File: src/rtl/cdt_pkg.sv
package cdt_pkg;
  // control word bit positions
  localparam int unsigned CTL_UFLAG = 0;
  localparam int unsigned CTL_UIEN  = 1;
  localparam int unsigned CTL_CFLAG = 2;
  localparam int unsigned CTL_CIEN  = 3;

  localparam int unsigned A_START   = 0;
  localparam int unsigned A_CAPTURE = 10;

  function automatic int unsigned a_reload(int unsigned ch);
    return 1 + 3 * ch;
  endfunction

  function automatic int unsigned a_count(int unsigned ch);
    return 2 + 3 * ch;
  endfunction

  function automatic int unsigned a_ctrl(int unsigned ch);
    return 3 + 3 * ch;
  endfunction

  // flag update: a set event wins, a written zero clears, a written one keeps
  function automatic logic flag_next(logic cur, logic set_evt, logic wr, logic wbit);
    if (set_evt)        return 1'b1;
    else if (wr && !wbit) return 1'b0;
    else                return cur;
  endfunction
endpackage

File: src/rtl/cdt_channel.sv
module cdt_channel
  import cdt_pkg::*;
#(
  parameter int unsigned W = 32
) (
  input  logic         clk,
  input  logic         rst_n,
  input  logic         cnt_en,
  input  logic         wr_reload,
  input  logic         wr_count,
  input  logic         wr_ctrl,
  input  logic [W-1:0] wdata,
  output logic [W-1:0] count_o,
  output logic [W-1:0] reload_o,
  output logic         flag_o,
  output logic         ien_o,
  output logic         uf_o
);
  function automatic logic [W-1:0] step_down(logic [W-1:0] cur, logic [W-1:0] rld);
    return (cur == '0) ? rld : cur - W'(1);
  endfunction

  logic [W-1:0] count_q, reload_q;
  logic         flag_q, ien_q;

  assign uf_o = cnt_en && (count_q == '0);

  always_ff @(posedge clk) begin
    if (!rst_n) begin
      count_q  <= '1;
      reload_q <= '1;
      flag_q   <= 1'b0;
      ien_q    <= 1'b0;
    end else begin
      if (wr_count)    count_q <= wdata;
      else if (cnt_en) count_q <= step_down(count_q, reload_q);
      if (wr_reload)   reload_q <= wdata;
      flag_q <= flag_next(flag_q, uf_o, wr_ctrl, wdata[CTL_UFLAG]);
      if (wr_ctrl)     ien_q <= wdata[CTL_UIEN];
    end
  end

  assign count_o  = count_q;
  assign reload_o = reload_q;
  assign flag_o   = flag_q;
  assign ien_o    = ien_q;
endmodule

File: src/rtl/cdt_capture.sv
module cdt_capture
  import cdt_pkg::*;
#(
  parameter int unsigned W = 32
) (
  input  logic         clk,
  input  logic         rst_n,
  input  logic         cap_in,
  input  logic [W-1:0] count_in,
  input  logic         wr_ctrl,
  input  logic         wflag_bit,
  input  logic         wien_bit,
  output logic [W-1:0] cap_val_o,
  output logic         cap_flag_o,
  output logic         cap_ien_o,
  output logic         cap_evt_o
);
  logic         cap_prev;
  logic [W-1:0] cap_q;
  logic         cflag_q, cien_q;

  assign cap_evt_o = cap_in && !cap_prev;

  always_ff @(posedge clk) begin
    if (!rst_n) begin
      cap_prev <= 1'b0;
      cap_q    <= '0;
      cflag_q  <= 1'b0;
      cien_q   <= 1'b0;
    end else begin
      cap_prev <= cap_in;
      if (cap_evt_o) cap_q <= count_in;
      cflag_q <= flag_next(cflag_q, cap_evt_o, wr_ctrl, wflag_bit);
      if (wr_ctrl) cien_q <= wien_bit;
    end
  end

  assign cap_val_o  = cap_q;
  assign cap_flag_o = cflag_q;
  assign cap_ien_o  = cien_q;
endmodule

File: src/rtl/cdt_prio.sv
module cdt_prio #(
  parameter int unsigned NSRC   = 4,
  parameter int unsigned CODE_W = 3
) (
  input  logic [NSRC-1:0]   req,
  output logic [CODE_W-1:0] code
);
  // index 0 is the highest priority; walk from lowest so the highest wins
  always_comb begin
    code = '0;
    for (int i = NSRC - 1; i >= 0; i--) begin
      if (req[i]) code = CODE_W'(i + 1);
    end
  end
endmodule

File: src/rtl/cdt_timer_unit.sv
module cdt_timer_unit
  import cdt_pkg::*;
#(
  parameter int unsigned CNT_W  = 32,
  parameter int unsigned ADDR_W = 4
) (
  input  logic              clk,
  input  logic              rst_n,
  input  logic              tick,
  input  logic [ADDR_W-1:0] bus_addr,
  input  logic              bus_wr,
  input  logic              bus_rd,
  input  logic [CNT_W-1:0]  bus_wdata,
  output logic [CNT_W-1:0]  bus_rdata,
  input  logic              cap_in,
  output logic [3:0]        irq_req,
  output logic [2:0]        irq_code
);
  localparam int unsigned NCH    = 3;
  localparam int unsigned NSRC   = NCH + 1;
  localparam int unsigned CODE_W = $clog2(NSRC + 1);
  localparam int unsigned CAP_CH = NCH - 1;

  logic [NCH-1:0]            start_q;
  logic [NCH-1:0]            cnt_en, wr_reload, wr_count, wr_ctrl;
  logic [NCH-1:0][CNT_W-1:0] count_w, reload_w;
  logic [NCH-1:0]            flag_w, ien_w, uf_w;
  logic [CNT_W-1:0]          cap_val;
  logic                      cap_flag, cap_ien, cap_evt;
  logic [CNT_W-1:0]          rd_mux;
  logic                      wr_start;

  assign wr_start = bus_wr && (bus_addr == ADDR_W'(A_START));

  always_ff @(posedge clk) begin
    if (!rst_n)        start_q <= '0;
    else if (wr_start) start_q <= bus_wdata[NCH-1:0];
  end

  for (genvar g = 0; g < NCH; g++) begin : g_ch
    assign wr_reload[g] = bus_wr && (bus_addr == ADDR_W'(a_reload(g)));
    assign wr_count[g]  = bus_wr && (bus_addr == ADDR_W'(a_count(g)));
    assign wr_ctrl[g]   = bus_wr && (bus_addr == ADDR_W'(a_ctrl(g)));
    assign cnt_en[g]    = tick && start_q[g];

    cdt_channel #(.W(CNT_W)) u_chan (
      .clk       (clk),
      .rst_n     (rst_n),
      .cnt_en    (cnt_en[g]),
      .wr_reload (wr_reload[g]),
      .wr_count  (wr_count[g]),
      .wr_ctrl   (wr_ctrl[g]),
      .wdata     (bus_wdata),
      .count_o   (count_w[g]),
      .reload_o  (reload_w[g]),
      .flag_o    (flag_w[g]),
      .ien_o     (ien_w[g]),
      .uf_o      (uf_w[g])
    );

    assign irq_req[g] = flag_w[g] && ien_w[g];
  end

  cdt_capture #(.W(CNT_W)) u_cap (
    .clk        (clk),
    .rst_n      (rst_n),
    .cap_in     (cap_in),
    .count_in   (count_w[CAP_CH]),
    .wr_ctrl    (wr_ctrl[CAP_CH]),
    .wflag_bit  (bus_wdata[CTL_CFLAG]),
    .wien_bit   (bus_wdata[CTL_CIEN]),
    .cap_val_o  (cap_val),
    .cap_flag_o (cap_flag),
    .cap_ien_o  (cap_ien),
    .cap_evt_o  (cap_evt)
  );

  assign irq_req[NCH] = cap_flag && cap_ien;

  cdt_prio #(.NSRC(NSRC), .CODE_W(CODE_W)) u_prio (
    .req  (irq_req),
    .code (irq_code)
  );

  // read mux sees the register values before this edge's update
  always_comb begin
    rd_mux = '0;
    if (bus_addr == ADDR_W'(A_START))   rd_mux[NCH-1:0] = start_q;
    if (bus_addr == ADDR_W'(A_CAPTURE)) rd_mux = cap_val;
    for (int c = 0; c < NCH; c++) begin
      if (bus_addr == ADDR_W'(a_reload(c))) rd_mux = reload_w[c];
      if (bus_addr == ADDR_W'(a_count(c)))  rd_mux = count_w[c];
      if (bus_addr == ADDR_W'(a_ctrl(c))) begin
        rd_mux[CTL_UFLAG] = flag_w[c];
        rd_mux[CTL_UIEN]  = ien_w[c];
        if (c == CAP_CH) begin
          rd_mux[CTL_CFLAG] = cap_flag;
          rd_mux[CTL_CIEN]  = cap_ien;
        end
      end
    end
  end

  always_ff @(posedge clk) begin
    if (!rst_n)      bus_rdata <= '0;
    else if (bus_rd) bus_rdata <= rd_mux;
  end
endmodule

File: config.mk
export PLATFORM = sky130hd
export DESIGN_NAME = cdt_timer_unit
export DESIGN_NICKNAME = d
export VERILOG_FILES = /design/src/rtl/cdt_pkg.sv /design/src/rtl/cdt_channel.sv /design/src/rtl/cdt_capture.sv /design/src/rtl/cdt_prio.sv /design/src/rtl/cdt_timer_unit.sv
export SDC_FILE = /design/constraint.sdc
export NUM_CORES = 1
export LEC_CHECK = 0
export ABC_AREA = 1
export CORE_ASPECT_RATIO = 0.7
export CORE_MARGIN = 10
export CORE_UTILIZATION = 24
export DETAILED_ROUTE_END_ITERATION = 10
export GPL_ROUTABILITY_DRIVEN = 0
export PLACE_DENSITY = 0.43
export SYNTH_ARGS = -nofsm -noshare
export SYNTH_HDL_FRONTEND = slang
export SYNTH_HIERARCHICAL = 1
export SYNTH_SLANG_ARGS = --single-unit
File: constraint.sdc
create_clock -name clk -period 4.5 [get_ports clk]
set_input_delay 1.35 -clock clk [delete_from_list [all_inputs] [get_ports clk]]
set_output_delay 1.35 -clock clk [all_outputs]
set_load 0.05 [all_outputs]
==> results.rst <==
.. list-table::
   :header-rows: 1

   * - Metric
     - Value
   * - Antenna diodes
     - 0
   * - Area Growth Syn to Fin
     - 15.1%
   * - DRC violations left
     - 0
   * - Met1 routing resource usage after global routing
     - between 20% and 30%
   * - Pleak
     - 0.00833 uW
   * - Register share of total power
     - between 40 and 50%
   * - Clk sink count
     - around 270
   * - NetSw
     - between 1500 and 2000 uW
   * - Count of hold-fix buffers inserted at cts
     - 0
   * - Power density over the cells
     - a little over 300 nW/um^2
   * - Placed inst area
     - 17900 um^2
   * - Tightest Pin Transition
     - 1.20 ns
   * - CTS clk-pin slew, worst paths
     - 0.06 ns
   * - I/O Buffers
     - 80
   * - Routing layer with the top usage in global route
     - met1
   * - Total Negative Setup Slacks
     - 0 ns
   * - Fin crit share
     - between 70 and 80%
   * - Worst-case clock buffer depth
     - 3
   * - Post-detailed-route via-to-cell ratio
     - 5.04
   * - Number of gates resized after CTS
     - 0
   * - Min-Delay Path Class
     - register to register
   * - Final worst slack
     - slightly above 1 ns
   * - Per-instance average area after synthesis
     - 6.31 um^2
   * - Synthesis warning total
     - 6
   * - Vert. Die Dim
     - 239 um
   * - Cell area after technology mapping
     - 16400 um^2
   * - First-iteration detailed-routing DRC count
     - 1748
   * - Layout Cell Area excl Fill
     - 18900 um^2
   * - Detailed-route via count
     - 17800
   * - Largest net degree at the start of global routing
     - 65
   * - Crit path kind
     - register to output port
   * - Top library cells by usage in the layout, fill and taps aside
     - 809 x sky130_fd_sc_hd__nand2_1, 277 x sky130_fd_sc_hd__nor2_1, 268 x sky130_fd_sc_hd__dfxtp_1
   * - Die area
     - between 70000 and 80000 um^2
   * - Total overflow reported by the global router
     - 0
   * - Count of mapped cells out of synthesis
     - 2597
   * - Wire length of the first global-routing pass
     - 109000 um
   * - Effective utilization at floorplan
     - 24.2%
   * - Global-route total usage across every layer
     - 17.7%
   * - Post-Synthesis Net Count
     - 2645
   * - Largest vdd supply drop
     - 269 uV
   * - Clock period minus worst slack
     - ~3.5 ns
   * - Via count of the first global-routing pass
     - roughly 16000
   * - Worst Path Required
     - 3.15 ns
   * - Clock latency reported for the late side of the worst-skew pair
     - 0.59 ns
   * - Root Driver
     - sky130_fd_sc_hd__clkbuf_16
   * - Skew final
     - 0.0361 ns
   * - Startpoint type of the worst setup path
     - register
   * - CTS H-tree depth
     - 1
   * - Placement Setup Slack
     - 0.730 ns
   * - Initial antenna violation count
     - 0
   * - Power Internal
     - 4100 uW
   * - Width of the die
     - 332 um
   * - Leading cell type in the layout, fill and taps excluded
     - sky130_fd_sc_hd__nand2_1
   * - Arrival @ worst endpoint
     - 2.12 ns
   * - # rows
     - 80
   * - Detailed-placement wirelength estimate
     - 55200 um
   * - Length of the first detailed-routing pass in iterations
     - 6
   * - Post-CTS Setup Inserts
     - 0
   * - Setup repair after global routing missed its margin
     - false
   * - Final Hold Violating Endpoints
     - 0
   * - Clock network power share
     - 43.8%
   * - Met3 usage
     - 4.07%
   * - Average wire per standard cell
     - ~21 um
   * - Met2 routing resource usage after global routing
     - 25.5%
   * - Largest driver fanout on the critical path
     - 3
   * - Top achievable clock speed
     - 288 MHz
   * - Relative contribution of combinational cells to total power
     - between 10% and 20%
   * - Antenna violation net count after detailed routing
     - 0
   * - Max-cap check violation count
     - 0
   * - TritonCTS Buffers
     - 31
   * - Switching part of the total
     - 29.6%
   * - Core region area
     - about 68000 um^2
   * - Relative slew slack
     - 19.7%
   * - CTS tree
     - yes
   * - Util after Layout
     - between 20% and 30%
   * - Endpoint class of the critical path
     - output port
   * - Layout cell share with drive strength beyond 1
     - 8.15%
   * - Setup violations, final
     - 0
   * - Detailed Route WL
     - 73600 um
   * - Net count of the finished layout
     - 2653
   * - I/O pin total
     - 81
   * - Final max-slew violation count
     - 0
   * - Run status
     - finished clean
==> power by group through the flow <==
stage | clock, uW | sequential, uW | combinational, uW
floorplan | 0 | 2660 | 338
global placement | 0 | 2640 | 680
detailed placement | 0 | 2640 | 683
CTS | 2600 | 2580 | 685
global route | 2700 | 2600 | 746
finish | 2550 | 2590 | 682
==> sequential cells by signal (all words and copies together) (netlist names) <==
name / count
bus_rdata: 32
g_ch.u_chan/count_o: 96
g_ch.u_chan/flag_o: 3
g_ch.u_chan/ien_o: 3
g_ch.u_chan/reload_o: 96
start_q: 3
u_cap/cap_flag_o: 1
u_cap/cap_ien_o: 1
u_cap/cap_prev: 1
u_cap/cap_val_o: 32
==> per-stage QoR <==
step / hold WS [ns] / std cells / power, uW
after global routing: 0.492 / 3529 / 6040
after CTS: 0.474 / 3529 / 5870
after global placement: 0.457 / 3474 / 3320
after floorplan: 0.437 / 2597 / 2990
after detailed placement: 0.464 / 3474 / 3320
final: 0.470 / 3529 / 5820
==> critical path: stages, from the launching register on <==
cell and delay [ns]:
sky130_fd_sc_hd__dfxtp_1 0.36, sky130_fd_sc_hd__nand2_1 0.10, sky130_fd_sc_hd__inv_1 0.12, sky130_fd_sc_hd__inv_2 0.05
sky130_fd_sc_hd__o21ai_2 0.10, sky130_fd_sc_hd__clkdlybuf4s50_1 0.82
==> worst paths after layout <==
check / slack, ns / cells after the start / startpoint / end
max: 1.03 / 5 / g_ch[2].u_chan/flag_o / irq_code[0]
min: 0.47 / 2 / bus_rdata[14] / bus_rdata[14]
max reg2reg: 2.12 / 10 / g_ch[0].u_chan/count_o[22] / g_ch[0].u_chan/count_o[4]
min reg2reg: 0.47 / 2 / bus_rdata[14] / bus_rdata[14]
==> layout make-up <==
cell class                 instances  area [um^2]
clock buffer                      43          871
clock inverter                    12          115
fill                            7683        49000
inverter                         278         1050
multi-input combinational       1918         9300
sequential                       268         5370
tap                              902         1130
timing repair buffer             108         1040
==> per-layer routing <==
layer / vias up / part of all wire [%]
li1: 8504 / -
met5: - / 0
met4: 0 / 2.5
met1: 8427 / 48
met2: 767 / 41
met3: 93 / 9.1
No activity file was read; power rests on OpenSTA's default activity.
